**config.mk**
```make
export PLATFORM = sky130hd
export DESIGN_NAME = cc_bypass_detect
export DESIGN_NICKNAME = d
export VERILOG_FILES = /design/src/rtl/cbd_pkg.sv /design/src/rtl/cbd_pair_asm.sv /design/src/rtl/cbd_inverse.sv /design/src/rtl/cbd_hist_buf.sv /design/src/rtl/cbd_wake_ctl.sv /design/src/rtl/cc_bypass_detect.sv
export SDC_FILE = /design/constraint.sdc
export NUM_CORES = 1
export LEC_CHECK = 0
export BUFFER_PORTS_ARGS = -buffer_cell sky130_fd_sc_hd__buf_2
export CAP_MARGIN = 20
export CORE_ASPECT_RATIO = 1.2
export CORE_MARGIN = 5
export CORE_UTILIZATION = 40
export CTS_CLUSTER_SIZE = 16
export DETAILED_ROUTE_END_ITERATION = 16
export PLACE_DENSITY_LB_ADDON = 0.2
export RECOVER_POWER = 100
export SYNTH_ARGS = -nofsm -noshare
export SYNTH_HDL_FRONTEND = slang
export SYNTH_SLANG_ARGS = --single-unit
```
**constraint.sdc**
```tcl
create_clock -name clk -period 2.8 [get_ports clk]
set_input_delay 0 -clock clk [delete_from_list [all_inputs] [get_ports clk]]
set_output_delay 0 -clock clk [all_outputs]
set_load 0.03 [all_outputs]
```
**src/rtl/cbd_pkg.sv**
```systemverilog
package cbd_pkg;
   localparam int STAGES = 6;
   // bit i of the register is stage i+1 (bit 0 = newest)
   localparam logic [STAGES-1:0] TAP_LO = 6'b100111; // stages 1,2,3,6
   localparam logic [STAGES-1:0] TAP_HI = 6'b110110; // stages 2,3,5,6

   typedef logic [1:0] pair_t; // [0] lower, [1] upper

   typedef enum logic {ST_BYPASS = 1'b0, ST_AWAKE = 1'b1} mode_e;

   function automatic logic tap_parity(input logic [STAGES-1:0] sr,
                                       input logic [STAGES-1:0] mask);
      return ^(sr & mask);
   endfunction
endpackage

```
**src/rtl/cbd_pair_asm.sv**
```systemverilog
module cbd_pair_asm
   import cbd_pkg::*;
(
   input  logic  clk,
   input  logic  rst_n,
   input  logic  sym_valid,
   input  logic  sym_bit,
   output logic  pair_valid,
   output pair_t pair
);
   logic phase_q;
   logic lo_q;

   always_ff @(posedge clk) begin
      if (!rst_n) begin
         phase_q <= 1'b0;
         lo_q    <= 1'b0;
      end else if (sym_valid) begin
         phase_q <= ~phase_q;
         if (!phase_q) lo_q <= sym_bit;
      end
   end

   assign pair_valid = sym_valid & phase_q;
   assign pair       = {sym_bit, lo_q};

   // a completed pair always leaves the assembler waiting for a lower bit
   assert_pair_realign_R1: assert property (@(posedge clk) disable iff (!rst_n)
      pair_valid |=> !phase_q);
endmodule

```
**src/rtl/cbd_inverse.sv**
```systemverilog
module cbd_inverse
   import cbd_pkg::*;
(
   input  logic              clk,
   input  logic              rst_n,
   input  logic              pair_valid,
   input  pair_t             pair,
   input  logic              awake,
   input  logic              load,
   input  logic [STAGES-1:0] load_state,
   output logic              mismatch,
   output logic              msg_valid,
   output logic              msg_bit
);
   logic [STAGES-1:0] sr_q;
   logic              est_lo;
   logic              est_hi;

   assign est_lo   = pair[0] ^ tap_parity(sr_q, TAP_LO);
   assign est_hi   = pair[1] ^ tap_parity(sr_q, TAP_HI);
   assign mismatch = pair_valid & (est_lo ^ est_hi);

   always_ff @(posedge clk) begin
      if (!rst_n) begin
         sr_q      <= '0;
         msg_valid <= 1'b0;
         msg_bit   <= 1'b0;
      end else begin
         msg_valid <= 1'b0;
         if (load) begin
            sr_q <= load_state;
         end else if (pair_valid && !awake && !(est_lo ^ est_hi)) begin
            sr_q      <= {sr_q[STAGES-2:0], est_lo};
            msg_valid <= 1'b1;
            msg_bit   <= est_lo;
         end
      end
   end

   assert_no_bypass_when_awake_R6: assert property (@(posedge clk) disable iff (!rst_n)
      msg_valid |-> !awake);

   assert_msg_single_cycle_R1: assert property (@(posedge clk) disable iff (!rst_n)
      msg_valid |=> !msg_valid);
endmodule

```
**src/rtl/cbd_hist_buf.sv**
```systemverilog
module cbd_hist_buf
   import cbd_pkg::*;
#(
   parameter int DEPTH = 32
) (
   input  logic  clk,
   input  logic  rst_n,
   input  logic  wr_en,
   input  pair_t wr_data,
   input  logic  start,
   input  logic  awake,
   input  logic  stop,
   output logic  out_valid,
   output pair_t out_pair
);
   localparam int AW = $clog2(DEPTH);
   localparam int CW = $clog2(DEPTH + 1);
   localparam logic [CW-1:0] FULL = CW'(DEPTH);

   if (DEPTH < 2 || (DEPTH & (DEPTH - 1)) != 0) begin : g_bad_depth
      $error("cbd_hist_buf: DEPTH must be a power of two, at least 2");
   end

   pair_t          mem [DEPTH];
   logic [AW-1:0]  wr_ptr;
   logic [AW-1:0]  rd_ptr;
   logic [CW-1:0]  fill_q;
   logic [CW-1:0]  fill_nxt;
   logic [CW-1:0]  pend_q;
   logic           do_rd;

   assign fill_nxt = (wr_en && fill_q != FULL) ? fill_q + 1'b1 : fill_q;
   assign do_rd    = awake && (pend_q != '0) && !stop;

   always_ff @(posedge clk) begin
      if (wr_en) mem[wr_ptr] <= wr_data;
   end

   always_ff @(posedge clk) begin
      if (!rst_n) begin
         wr_ptr    <= '0;
         rd_ptr    <= '0;
         fill_q    <= '0;
         pend_q    <= '0;
         out_valid <= 1'b0;
         out_pair  <= '0;
      end else begin
         if (wr_en) wr_ptr <= wr_ptr + 1'b1;
         fill_q    <= fill_nxt;
         out_valid <= do_rd;
         if (do_rd) begin
            out_pair <= mem[rd_ptr];
            rd_ptr   <= rd_ptr + 1'b1;
         end
         if (start) begin
            pend_q <= fill_nxt;
            rd_ptr <= wr_ptr + 1'b1 - fill_nxt[AW-1:0];
         end else if (stop) begin
            pend_q <= '0;
         end else if (awake) begin
            pend_q <= pend_q + CW'(wr_en) - CW'(do_rd);
         end
      end
   end

   assert_pend_bound_R4: assert property (@(posedge clk) disable iff (!rst_n)
      pend_q <= FULL);

   assert_replay_only_awake_R4: assert property (@(posedge clk) disable iff (!rst_n)
      out_valid |-> $past(awake));

   assert_drop_on_done_R7: assert property (@(posedge clk) disable iff (!rst_n)
      stop |=> !out_valid);
endmodule

```
**src/rtl/cbd_wake_ctl.sv**
```systemverilog
module cbd_wake_ctl
   import cbd_pkg::*;
#(
   parameter int CNT_W = 16
) (
   input  logic             clk,
   input  logic             rst_n,
   input  logic             mismatch,
   input  logic             dec_done,
   output logic             awake,
   output logic             start,
   output logic             err_flag,
   output logic [CNT_W-1:0] wake_cnt
);
   if (CNT_W < 1) begin : g_bad_cnt
      $error("cbd_wake_ctl: CNT_W must be at least 1");
   end

   mode_e mode_q;

   assign awake = (mode_q == ST_AWAKE);
   assign start = mismatch && !awake;

   always_ff @(posedge clk) begin
      if (!rst_n) begin
         mode_q   <= ST_BYPASS;
         err_flag <= 1'b0;
         wake_cnt <= '0;
      end else begin
         err_flag <= start;
         if (start) begin
            mode_q <= ST_AWAKE;
            if (wake_cnt != {CNT_W{1'b1}}) wake_cnt <= wake_cnt + 1'b1;
         end else if (awake && dec_done) begin
            mode_q <= ST_BYPASS;
         end
      end
   end

   assert_err_wakes_R3: assert property (@(posedge clk) disable iff (!rst_n)
      err_flag |-> awake);

   assert_err_pulse_R3: assert property (@(posedge clk) disable iff (!rst_n)
      err_flag |=> !err_flag);

   assert_cnt_monotonic_R8: assert property (@(posedge clk) disable iff (!rst_n)
      wake_cnt >= $past(wake_cnt));

   assert_cnt_step_R8: assert property (@(posedge clk) disable iff (!rst_n)
      $rose(awake) |-> ((wake_cnt == CNT_W'($past(wake_cnt) + 1'b1)) || (&wake_cnt)));
endmodule

```
**src/rtl/cc_bypass_detect.sv**
```systemverilog
module cc_bypass_detect
   import cbd_pkg::*;
#(
   parameter int DEPTH = 32,
   parameter int CNT_W = 16
) (
   input  logic                      clk,
   input  logic                      rst_n,
   input  logic                      sym_valid,
   input  logic                      sym_bit,
   input  logic                      dec_done,
   input  logic [cbd_pkg::STAGES-1:0] dec_state,
   output logic                      msg_valid,
   output logic                      msg_bit,
   output logic                      err_flag,
   output logic                      dec_active,
   output logic                      dec_pvalid,
   output logic [1:0]                dec_pair,
   output logic [CNT_W-1:0]          wake_cnt
);
   logic  pair_valid;
   pair_t pair;
   logic  mismatch;
   logic  awake;
   logic  start;
   logic  load;
   pair_t out_pair;

   assign load       = awake && dec_done;
   assign dec_active = awake;
   assign dec_pair   = out_pair;

   cbd_pair_asm u_asm (
      .clk        (clk),
      .rst_n      (rst_n),
      .sym_valid  (sym_valid),
      .sym_bit    (sym_bit),
      .pair_valid (pair_valid),
      .pair       (pair)
   );

   cbd_inverse u_inv (
      .clk        (clk),
      .rst_n      (rst_n),
      .pair_valid (pair_valid),
      .pair       (pair),
      .awake      (awake),
      .load       (load),
      .load_state (dec_state),
      .mismatch   (mismatch),
      .msg_valid  (msg_valid),
      .msg_bit    (msg_bit)
   );

   cbd_wake_ctl #(.CNT_W(CNT_W)) u_ctl (
      .clk      (clk),
      .rst_n    (rst_n),
      .mismatch (mismatch),
      .dec_done (dec_done),
      .awake    (awake),
      .start    (start),
      .err_flag (err_flag),
      .wake_cnt (wake_cnt)
   );

   cbd_hist_buf #(.DEPTH(DEPTH)) u_hist (
      .clk       (clk),
      .rst_n     (rst_n),
      .wr_en     (pair_valid),
      .wr_data   (pair),
      .start     (start),
      .awake     (awake),
      .stop      (load),
      .out_valid (dec_pvalid),
      .out_pair  (out_pair)
   );

   assert_no_msg_and_err_R3: assert property (@(posedge clk) disable iff (!rst_n)
      !(msg_valid && err_flag));
endmodule

```
==> results.yml <==
place:
  gp_congestion: 0.818
  placedInstanceArea_um2: 5970
  hpwl_um: 8860
  io_buffer_count: 33
logic_synthesis:
  syn-num-nets: 541
  synth_flop_cell: "edfxtp_1"
  netlist_area_um2: 5600
  ys_ff_latch: 117
  synth_edf_count: 64
  synth_top_area_cell: "edfxtp_1"
  synth_area_leaders: "edfxtp_1, dfxtp_1, ha_1, nor2_1, mux2i_1"
  ys_warn_count: 0
  synthArstFlopShare: 0
  synth_top_area_share: 0.343
  synth_cell_types: 60
  syn_inst: 508
  ys_seq_area_frac: 0.533
  avgSynthCellArea_um2: 11.0
sta:
  rsz0062_at_grt: "false"
  slew_viol_final: 0
  relSlewSlack: 0.0319
  post-route-period-util: 0.917
  fin_tns_setup_ns: 0
  fin_skew_ns: 0.00811
  worst_pin_slew_ns: 1.45
  period_needed_ns: 2.57
  setup_viol_count_final: 0
  finalHoldViolCount: 0
  fmax_mhz: 390
global_route:
  grt_start_max_net_pins: 41
  overflow: 0
  grt_use_total: 0.160
  grt_pass1_vias: 3962
  grt_pass1_wl_um: 21000
  antenna_found_initial: 0
floorplanning:
  fp.dieW_um: 118
  die_h_um: 140
  initial_core_util: 0.407
  num_rows: 47
  boundaryPins: 34
  die_area_um2: 16500
  core_area_um2: 13800
worst_setup_path:
  cp.arrival_ns: 2.83
  crit_end: "u_hist.rd_ptr[4]$_SDFFE_PN0P_"
  worstReg2RegEnd: "u_hist.rd_ptr[4]$_SDFFE_PN0P_"
  crit_path_end_kind: "register"
  rrSetupSlack_ns: 0.23
  worstSetupPathType: "register to register"
  cp.required_ns: 3.06
  crit_start: "u_hist.fill_q[1]$_SDFF_PN0_"
  critPathMaxFanout: 4
  reg2reg_depth: 14
  critPathLaunchType: "register"
  reg2reg_from: "u_hist.fill_q[1]$_SDFF_PN0_"
routing:
  first_pass_iters: 6
  vias: 4016
  via_per_inst: 5.41
  drc: 0
  first_iter_violations: 267
  wl_per_cell_um: 17.2
  ant_nets: 0
  totalWireLength_um: 12800
cts:
  cts_tree: "built"
  cts.sinks: 117
  numCtsBuffers: 17
  clockRootBuffer: "clkbuf_16"
  cts_buffer_depth: 2
  htree_levels: 4
  postCtsSetupBuffers: 0
  clkLatencyLatePin_ns: 0.41
  path_clk_slew_ns: 0.05
power:
  p_leak_nw: 2.16
  vdd_drop_max_mv: 0.439
  power.density_nw_per_um2: 651
worst_hold_path:
  hold_depth: 4
  hold_class: "input pin to register"
run_status:
  outcome: "complete, no violations"
final_layout:
  fin_util: 0.478
  most-common-layout-cells: "nor2_1, edfxtp_1, dfxtp_1"
  drive_gt1_frac: 0.110
  diodes: 0
  fill_cells: 1282
  areaGrowthSynthToFinish_pct: 17.5
  fin_nets: 593
  fin_area_um2: 6580
flow_run:
  max_cap_viol_count: 0
## per-layer routing
metal | vias up | GRT usage | wire length, µm | share of wire
li1 | 1960 | - | - | -
met1 | 1953 | 0.204 | 5710 | 0.45
met2 | 85 | 0.264 | 6330 | 0.49
met3 | 18 | 0.0422 | 552 | 0.043
met4 | 0 | 0.0562 | 205 | 0.016
met5 | - | 0 | 0 | 0
## cell families after synthesis
| group | count (synthesis) | synth area share |
|---|---|---|
| flops | 117 | 0.533 |
| mux | 29 | 0.0697 |
| simple gates | 177 | 0.152 |
| xor+xnor | 28 | 0.0518 |
| fa+ha+maj | 22 | 0.0518 |
| buf+inv | 40 | 0.0306 |
| compound gates | 95 | 0.112 |
## worst max-delay path: stages (launching register included)
cell	delay (ns)
dfxtp_1	0.33
inv_1	0.07
ha_1	0.13
nand2_1	0.08
o41ai_2	0.21
buf_4	0.17
xnor2_1	0.13
ha_1	0.20
inv_1	0.06
fa_2	0.35
a21o_1	0.20
a21oi_2	0.15
xnor2_1	0.15
xnor2_1	0.14
a21oi_1	0.08
## sequential cells by signal, indices dropped and copies added, names as in the netlist
| name | cells |
|---|---|
| u_hist.fill_q | 6 |
| u_hist.pend_q | 6 |
| u_asm.lo_q | 1 |
| u_hist.mem | 64 |
| u_inv.msg_bit | 1 |
| u_hist.wr_ptr | 5 |
| u_hist.out_valid | 1 |
| u_inv.sr_q | 6 |
| u_hist.rd_ptr | 5 |
| u_hist.out_pair | 2 |
| u_ctl.wake_cnt | 16 |
| u_asm.phase_q | 1 |
| u_ctl.awake | 1 |
| u_ctl.err_flag | 1 |
| u_inv.msg_valid | 1 |
## cells in the mapped netlist, types with 6 or more instances
master and number:
nand4_1 8, mux4_2 8, dfxtp_1 53, nand2b_1 6, mux2i_1 21, buf_2 7
clkbuf_1 10, o21a_1 6, xor2_1 9, nor2_1 64, ha_1 20, nand3b_1 6
edfxtp_1 64, nand2_1 42, inv_1 20, a21oi_1 33, or3_1 10, nand3_1 12
a22oi_1 13, o21ai_0 13, xnor2_1 16
## layout make-up
| cell class | instances | area [µm²] | share of cell area |
|---|---|---|---|
| Clock inverter | 12 | 158 | 0.0239 |
| Multi-Input combinational cell | 351 | 2430 | 0.369 |
| Sequential cell | 117 | 2980 | 0.453 |
| Clock buffer | 19 | 433 | 0.0658 |
| Tap cell | 171 | 214 | 0.0325 |
| Inverter | 20 | 75.1 | 0.0114 |
| Timing Repair Buffer | 53 | 293 | 0.0445 |
## repair_timing
item | 4_1_cts | 5_1_grt
endpoints found under the hold margin | 12 | 0
hold buffers | 9 | 0
setup endpoints to repair | 0 | 2
resized for setup | 0 | 4
## report_power, final
part | internal, mW | switching (mW) | total, mW | leakage (nW)
clock | 1.39 | 0.773 | 2.17 | 0.268
sequential | 1.83 | 0.0175 | 1.85 | 1.00
combinational | 0.106 | 0.161 | 0.267 | 0.887
## worst min path at each step
stage | slack (ns) | startpoint | endpoint
final | 0.41 | dec_state[0] | u_inv.sr_q[0]$_SDFFE_PN0P_
after global routing | 0.42 | dec_state[0] | u_inv.sr_q[0]$_SDFFE_PN0P_
after CTS | 0.23 | sym_bit | u_hist.mem[26][1]$_DFFE_PP_
after detailed placement | 0.29 | dec_state[0] | u_inv.sr_q[0]$_SDFFE_PN0P_
after global placement | 0.27 | dec_state[0] | u_inv.sr_q[0]$_SDFFE_PN0P_
after floorplan | 0.1 | sym_bit | u_hist.mem[0][1]$_DFFE_PP_
## stage by stage
step | hold WS [ns] | setup WS (ns) | total power, mW | std cells
3_5_place_dp | 0.293 | 0.0881 | 2.15 | 703
4_1_cts | 0.229 | 0.0838 | 4.33 | 743
2_1_floorplan | 0.0989 | 0.0406 | 2.06 | 508
6_report | 0.410 | 0.233 | 4.28 | 743
5_1_grt | 0.419 | 0.00925 | 4.45 | 743
3_3_place_gp | 0.274 | 0.214 | 2.14 | 703
No activity file was read; power rests on OpenSTA's default activity.
